==> config.mk <==
export PLATFORM = sky130hd
export DESIGN_NAME = disp_timing_gen
export DESIGN_NICKNAME = d
export VERILOG_FILES = /design/src/rtl/tg_pkg.sv /design/src/rtl/tg_axis.sv /design/src/rtl/tg_ctrl.sv /design/src/rtl/tg_dpath.sv /design/src/rtl/disp_timing_gen.sv
export SDC_FILE = /design/constraint.sdc
export NUM_CORES = 1
export LEC_CHECK = 0
export BUFFER_PORTS_ARGS = -buffer_cell sky130_fd_sc_hd__buf_2
export CORE_ASPECT_RATIO = 2
export CORE_UTILIZATION = 58
export CTS_BUF_LIST = sky130_fd_sc_hd__clkbuf_16
export CTS_CLUSTER_SIZE = 40
export DETAILED_ROUTE_END_ITERATION = 7
export PLACE_DENSITY = 0.81
export SLEW_MARGIN = 20
export SYNTH_ARGS = -nofsm -noshare
export SYNTH_HDL_FRONTEND = slang
export SYNTH_SLANG_ARGS = --single-unit
==> constraint.sdc <==
create_clock -name clk -period 10.25 [get_ports clk]
set_input_delay 0 -clock clk [delete_from_list [all_inputs] [get_ports clk]]
set_output_delay 0 -clock clk [all_outputs]
set_load 0.01 [all_outputs]
==> src/rtl/tg_pkg.sv <==
package tg_pkg;
  typedef enum logic [1:0] {
    PH_SYNC  = 2'd0,
    PH_BACK  = 2'd1,
    PH_DATA  = 2'd2,
    PH_FRONT = 2'd3
  } phase_e;

  // strobes from control to datapath, one per pixel clock
  typedef struct packed {
    logic hs;
    logic vs;
    logic de;
    logic pop;
    logic urEvt;
    logic vsEvt;
    logic fdEvt;
  } strobe_t;
endpackage

==> src/rtl/tg_axis.sv <==
module tg_axis
  import tg_pkg::*;
#(
  parameter int CW = 12,
  parameter int SW = CW + 3
) (
  input  logic [SW-1:0] cnt,
  input  logic [CW-1:0] wSync,
  input  logic [CW-1:0] wBack,
  input  logic [CW-1:0] wAct,
  input  logic [CW-1:0] wFront,
  output phase_e        phase,
  output logic          atEnd,
  output logic          atActEnd
);
  logic [SW-1:0] bSync, bBack, bAct, bFront;

  // region boundaries: each region lasts programmed value plus one
  always_comb begin
    bSync  = SW'(wSync) + SW'(1);
    bBack  = bSync + SW'(wBack) + SW'(1);
    bAct   = bBack + SW'(wAct) + SW'(1);
    bFront = bAct + SW'(wFront) + SW'(1);
  end

  always_comb begin
    if (cnt < bSync)      phase = PH_SYNC;
    else if (cnt < bBack) phase = PH_BACK;
    else if (cnt < bAct)  phase = PH_DATA;
    else                  phase = PH_FRONT;
  end

  assign atEnd    = (cnt == bFront - SW'(1));
  assign atActEnd = (cnt == bAct - SW'(1));
endmodule

==> src/rtl/tg_ctrl.sv <==
module tg_ctrl
  import tg_pkg::*;
#(
  parameter int CW = 12,
  parameter int SW = CW + 3
) (
  input  logic                      clk,
  input  logic                      rstN,
  input  logic                      runEn,
  input  logic [1:0][3:0][CW-1:0]   wCfg,
  input  logic                      fifoEmpty,
  output strobe_t                   st
);
  logic [SW-1:0] hCnt, vCnt;
  logic          holdFlag;
  logic [1:0][SW-1:0] cntVec;
  phase_e        axPh [2];
  logic [1:0]    axEnd, axActEnd;
  logic          frameWrap, visible, urNow;

  assign cntVec = {vCnt, hCnt};

  for (genvar a = 0; a < 2; a++) begin : g_axis
    tg_axis #(.CW(CW), .SW(SW)) u_axis (
      .cnt      (cntVec[a]),
      .wSync    (wCfg[a][0]),
      .wBack    (wCfg[a][1]),
      .wAct     (wCfg[a][2]),
      .wFront   (wCfg[a][3]),
      .phase    (axPh[a]),
      .atEnd    (axEnd[a]),
      .atActEnd (axActEnd[a])
    );
  end

  assign frameWrap = axEnd[0] & axEnd[1];
  assign visible   = runEn & (axPh[0] == PH_DATA) & (axPh[1] == PH_DATA);
  assign urNow     = visible & fifoEmpty & ~holdFlag;

  always_comb begin
    st.hs    = runEn & (axPh[0] == PH_SYNC);
    st.vs    = runEn & (axPh[1] == PH_SYNC);
    st.de    = visible;
    st.pop   = visible & ~fifoEmpty & ~holdFlag;
    st.urEvt = urNow;
    st.vsEvt = runEn & (hCnt == '0) & (vCnt == '0);
    st.fdEvt = visible & axActEnd[0] & axActEnd[1];
  end

  always_ff @(posedge clk or negedge rstN) begin
    if (!rstN) begin
      hCnt     <= '0;
      vCnt     <= '0;
      holdFlag <= 1'b0;
    end else if (!runEn) begin
      hCnt     <= '0;
      vCnt     <= '0;
      holdFlag <= 1'b0;
    end else begin
      hCnt <= axEnd[0] ? '0 : hCnt + SW'(1);
      if (axEnd[0]) vCnt <= axEnd[1] ? '0 : vCnt + SW'(1);
      if (frameWrap)  holdFlag <= 1'b0;
      else if (urNow) holdFlag <= 1'b1;
    end
  end
endmodule

==> src/rtl/tg_dpath.sv <==
module tg_dpath
  import tg_pkg::*;
#(
  parameter int PW = 24
) (
  input  logic          clk,
  input  logic          rstN,
  input  strobe_t       st,
  input  logic [4:0]    polCfg,
  input  logic [PW-1:0] fifoData,
  output logic          hSyncOut,
  output logic          vSyncOut,
  output logic          dataEnOut,
  output logic [PW-1:0] pixOut,
  output logic          clkInvOut,
  output logic          vsyncEvt,
  output logic          underrunEvt,
  output logic          frameDoneEvt
);
  logic [PW-1:0] lastPix, curPix;

  // a held frame keeps emitting the last accepted word
  assign curPix = st.pop ? fifoData : lastPix;

  always_ff @(posedge clk or negedge rstN) begin
    if (!rstN) begin
      lastPix      <= '0;
      hSyncOut     <= 1'b0;
      vSyncOut     <= 1'b0;
      dataEnOut    <= 1'b0;
      pixOut       <= '0;
      clkInvOut    <= 1'b0;
      vsyncEvt     <= 1'b0;
      underrunEvt  <= 1'b0;
      frameDoneEvt <= 1'b0;
    end else begin
      if (st.pop) lastPix <= fifoData;
      vSyncOut     <= st.vs ^ polCfg[0];
      hSyncOut     <= st.hs ^ polCfg[1];
      dataEnOut    <= st.de ^ polCfg[2];
      pixOut       <= st.de ? (curPix ^ {PW{polCfg[3]}}) : '0;
      clkInvOut    <= polCfg[4];
      vsyncEvt     <= st.vsEvt;
      underrunEvt  <= st.urEvt;
      frameDoneEvt <= st.fdEvt;
    end
  end
endmodule

==> src/rtl/disp_timing_gen.sv <==
module disp_timing_gen
  import tg_pkg::*;
#(
  parameter int CW = 12,
  parameter int PW = 24
) (
  input  logic          clk,
  input  logic          rstN,
  input  logic          runEn,
  input  logic [4:0]    polCfg,
  input  logic [CW-1:0] hSyncLen,
  input  logic [CW-1:0] hBackLen,
  input  logic [CW-1:0] hActLen,
  input  logic [CW-1:0] hFrontLen,
  input  logic [CW-1:0] vSyncLen,
  input  logic [CW-1:0] vBackLen,
  input  logic [CW-1:0] vActLen,
  input  logic [CW-1:0] vFrontLen,
  input  logic          fifoEmpty,
  input  logic [PW-1:0] fifoData,
  output logic          fifoPop,
  output logic          hSyncOut,
  output logic          vSyncOut,
  output logic          dataEnOut,
  output logic [PW-1:0] pixOut,
  output logic          clkInvOut,
  output logic          vsyncEvt,
  output logic          underrunEvt,
  output logic          frameDoneEvt
);
  localparam int SW = CW + 3;

  strobe_t st;
  logic [1:0][3:0][CW-1:0] wCfg;

  assign wCfg = {vFrontLen, vActLen, vBackLen, vSyncLen,
                 hFrontLen, hActLen, hBackLen, hSyncLen};
  assign fifoPop = st.pop;

  tg_ctrl #(.CW(CW), .SW(SW)) u_ctrl (
    .clk       (clk),
    .rstN      (rstN),
    .runEn     (runEn),
    .wCfg      (wCfg),
    .fifoEmpty (fifoEmpty),
    .st        (st)
  );

  tg_dpath #(.PW(PW)) u_dpath (
    .clk          (clk),
    .rstN         (rstN),
    .st           (st),
    .polCfg       (polCfg),
    .fifoData     (fifoData),
    .hSyncOut     (hSyncOut),
    .vSyncOut     (vSyncOut),
    .dataEnOut    (dataEnOut),
    .pixOut       (pixOut),
    .clkInvOut    (clkInvOut),
    .vsyncEvt     (vsyncEvt),
    .underrunEvt  (underrunEvt),
    .frameDoneEvt (frameDoneEvt)
  );
endmodule

==> impl_metrics.py <==
metrics = {
    "run_status": {
        "status": "completed",
    },
    "synthesis": {
        "synth_seq_cells": 86,
        "synth_area_sq_um": 11380,
        "synth_area_leaders": "dfrtp_1, ha_1, xnor2_1",
        "ys_types": 79,
        "seq_area_frac_synth_pct": 18.92,
        "yosysTopAreaCell": "dfrtp_1",
        "async_flop_share_pct": 100.0,
        "yosysWarnings": 0,
        "synth.top_cell.area_share_pct": 18.92,
        "syn_nets": 1683,
        "synth_edf_count": 0,
        "synthCells": 1386,
        "syn_avg_cell_area_sq_um": 8.208,
        "ys.flop_type": "dfrtp_1",
    },
    "run": {
        "drv_cap": 0,
    },
    "clock_tree": {
        "htreeDepth": 3,
        "numCtsBuffers": 9,
        "postCtsSetupRepairBufs": 0,
        "cts_max_path_buffers": 2,
        "cts_sinks": 86,
        "cts_root_buf": "clkbuf_16",
        "clk_latency_ns": 0.35,
        "clk_pin_slew_ns": 0.08,
        "cts_tree": "yes",
    },
    "final_layout": {
        "final_cell_mix": "ha_1, buf_2, inv_1",
        "final_common_cell": "ha_1",
        "fin_area_sq_um": 12920,
        "finalNonFillerCells": 1807,
        "finish.utilization_pct": 67.03,
        "final_net_count": 1840,
        "areaGrowthSynthToFinish_pct": 13.59,
        "drive_gt1_share_pct": 14.47,
        "n_antenna_cell": 0,
    },
    "detailed_routing": {
        "first_pass_iters": 5,
        "via_count": 11160,
        "drc": 0,
        "via_per_inst": 6.174,
        "ant_nets": 0,
        "drt_iter0_drc": 655,
        "wl_per_cell_microns": 18.95,
        "routed_wl_microns": 34240,
    },
    "worst_setup_path": {
        "cp_max_fo": 18,
        "reg2reg_slack_ns": 6.05,
        "cp_slowest_cell": "nand2b_1",
        "path_cells": "buf_2, ha_1, fa_1, a211oi_1, o21ai_0, a31oi_1, xnor2_1, ha_1, nand2_1, a211oi_1, o41a_1, xnor2_1, inv_1, ha_1, xnor2_1, nor3_1, a2111oi_0, nand4_1, or4_1, nor4b_1, or3b_1, a2bb2oi_4, nand2b_1, nor2_1",
        "cp-start-kind": "primary input",
        "cp.required_ns": 10.44,
        "worstPathArrival_ns": 7.29,
        "cpPeakStageDelay_ns": 0.59,
        "end_kind": "flop",
        "criticalPathCategory": "primary input to flop",
        "reg2regPathDepth": 10,
    },
    "global_routing": {
        "grt_pass1_wl_microns": 54480,
        "grt_pass1_vias": 11590,
        "grt-ovfl-total": 0,
        "antenna_found_initial": 0,
        "grt_util_all_layers_pct": 34.64,
        "grt_max_degree": 54,
    },
    "timing": {
        "relSlewSlack_pct": 39.72,
        "worst_pin_slew_ns": 0.8917,
        "fin_crit_ns": 7.095,
        "slew_viol_final": 0,
        "whs_ns": 0.1399,
        "min_period_over_period_pct": 69.22,
        "hold_viol": 0,
        "setup_viol": 0,
        "rsz0062_at_grt": "false",
        "fmaxAchievable_ghz": 0.1409,
        "fin_ws_ns": 3.155,
        "setup_tns_ns": 0,
        "fin_skew_ns": 0.01759,
    },
    "floorplanning": {
        "rows": 72,
        "io_pins": 161,
        "start_util_pct": 59.01,
        "die_y_microns": 200.1,
        "dieArea_sq_um": 20210,
        "coreArea_sq_um": 19280,
        "die_w_microns": 101.0,
    },
    "power": {
        "p_per_area_nw_per_um2": 160.6,
        "p_leak_nw": 6.486,
        "finalPower_mw": 2.075,
        "irDropWorstVdd_mv": 0.07757,
    },
    "placed_design": {
        "numPlacedInstances": 1761,
        "io_buffers": 160,
        "hpwl_microns": 26480,
        "placed_area_sq_um": 12320,
        "gp_congestion": 1.010,
        "pre_cts_slack_ns": 2.896,
    },
    "worst_hold_path": {
        "min_path_type": "primary input to asynchronous set/reset pin",
    },
}
[cell type report]
cell class	instances	area [sq um]
Multi-Input combinational cell	1136	8577
Fill cell	1673	6356
Sequential cell	86	2152
Timing Repair Buffer	193	1126
Inverter	117	439.2
Tap cell	259	324.1
Clock buffer	9	225.2
Clock inverter	7	78.83
[cells by family after synthesis]
family                   Yosys count  synth area share (%)
buffers and inverters            164                 5.708
multiplexers                      51                 4.751
AND/OR/NAND/NOR                  434                 19.45
XOR/XNOR                         175                 13.54
flip-flops                        86                 18.92
AO/OA/AOI/OAI                    307                 18.68
adder cells (fa/ha/maj)          169                 18.96
[metal layers]
metal  share of wire [%]  GRT usage (%)  vias up
met5                   0              0        -
met4                 9.9          32.10        0
met3                 3.6          3.517      194
met2                  53          65.47      435
met1                  33          31.58     5219
li1                    -              -     5309
[Yosys cell counts, types with 4 or more instances]
library cell and number:
a2111oi_0 5, a211o_1 4, a211oi_1 16, a21o_1 23, a21oi_1 71, a221o_1 4
a2bb2oi_1 12, a31o_2 4, a31oi_1 15, and2_1 10, and3_1 32, buf_2 6
clkbuf_1 35, dfrtp_1 86, fa_1 6, ha_1 162, inv_1 117, mux2_2 24
mux2i_1 27, nand2_1 73, nand2b_1 15, nand3_1 45, nand3b_1 13, nand4_1 20
nor2_1 113, nor2b_1 14, nor3_1 45, nor4_1 15, nor4b_1 10, o2111ai_1 6
o211ai_1 9, o21a_1 17, o21ai_0 54, o21ai_1 10, o21bai_1 6, o221ai_1 4
o31ai_1 5, o41ai_1 4, or2_2 4, or3_1 7, or4_1 4, xnor2_1 98
xor2_1 76
[state kept, by name, indices dropped and copies added, names as in the netlist]
name / cells
u_dpath.clkInvOut: 1
u_dpath.vsyncEvt: 1
u_dpath.frameDoneEvt: 1
u_dpath.vSyncOut: 1
u_dpath.underrunEvt: 1
u_ctrl.hCnt: 15
u_dpath.lastPix: 24
u_dpath.hSyncOut: 1
u_dpath.dataEnOut: 1
u_dpath.pixOut: 24
u_ctrl.vCnt: 15
u_ctrl.holdFlag: 1
[power breakdown]
group          internal (mW)  switching (mW)
Clock                  0.192           0.151
Sequential             0.342         0.00418
Combinational          0.570           0.816
[path summary, 6_finish.rpt]
kind	endpoint	start
min reg2reg	u_dpath.lastPix[6]	u_dpath.lastPix[6]
min in group clk	u_ctrl.vCnt[10]	runEn
max	u_ctrl.hCnt[14]	hSyncLen[0]
min	u_dpath.lastPix[17]	rstN
max in group asynchronous	u_ctrl.hCnt[1]	rstN
max reg2reg	u_ctrl.hCnt[14]	u_ctrl.hCnt[11]
[timing repair]
action,4_1_cts,5_1_grt
setup endpoints to repair,0,0
resized for setup,0,0
hold buffers,30,0
endpoints found under the hold margin,62,0
[critical path, delay by kind of cell]
kind | cells | cell delay, ns
xor+xnor | 3 | 0.86
compound gates | 7 | 2.29
simple gates | 8 | 2.35
fa+ha+maj | 4 | 1.47
buf+inv | 2 | 0.30
Note: power is estimated with default switching activity, not from simulation.
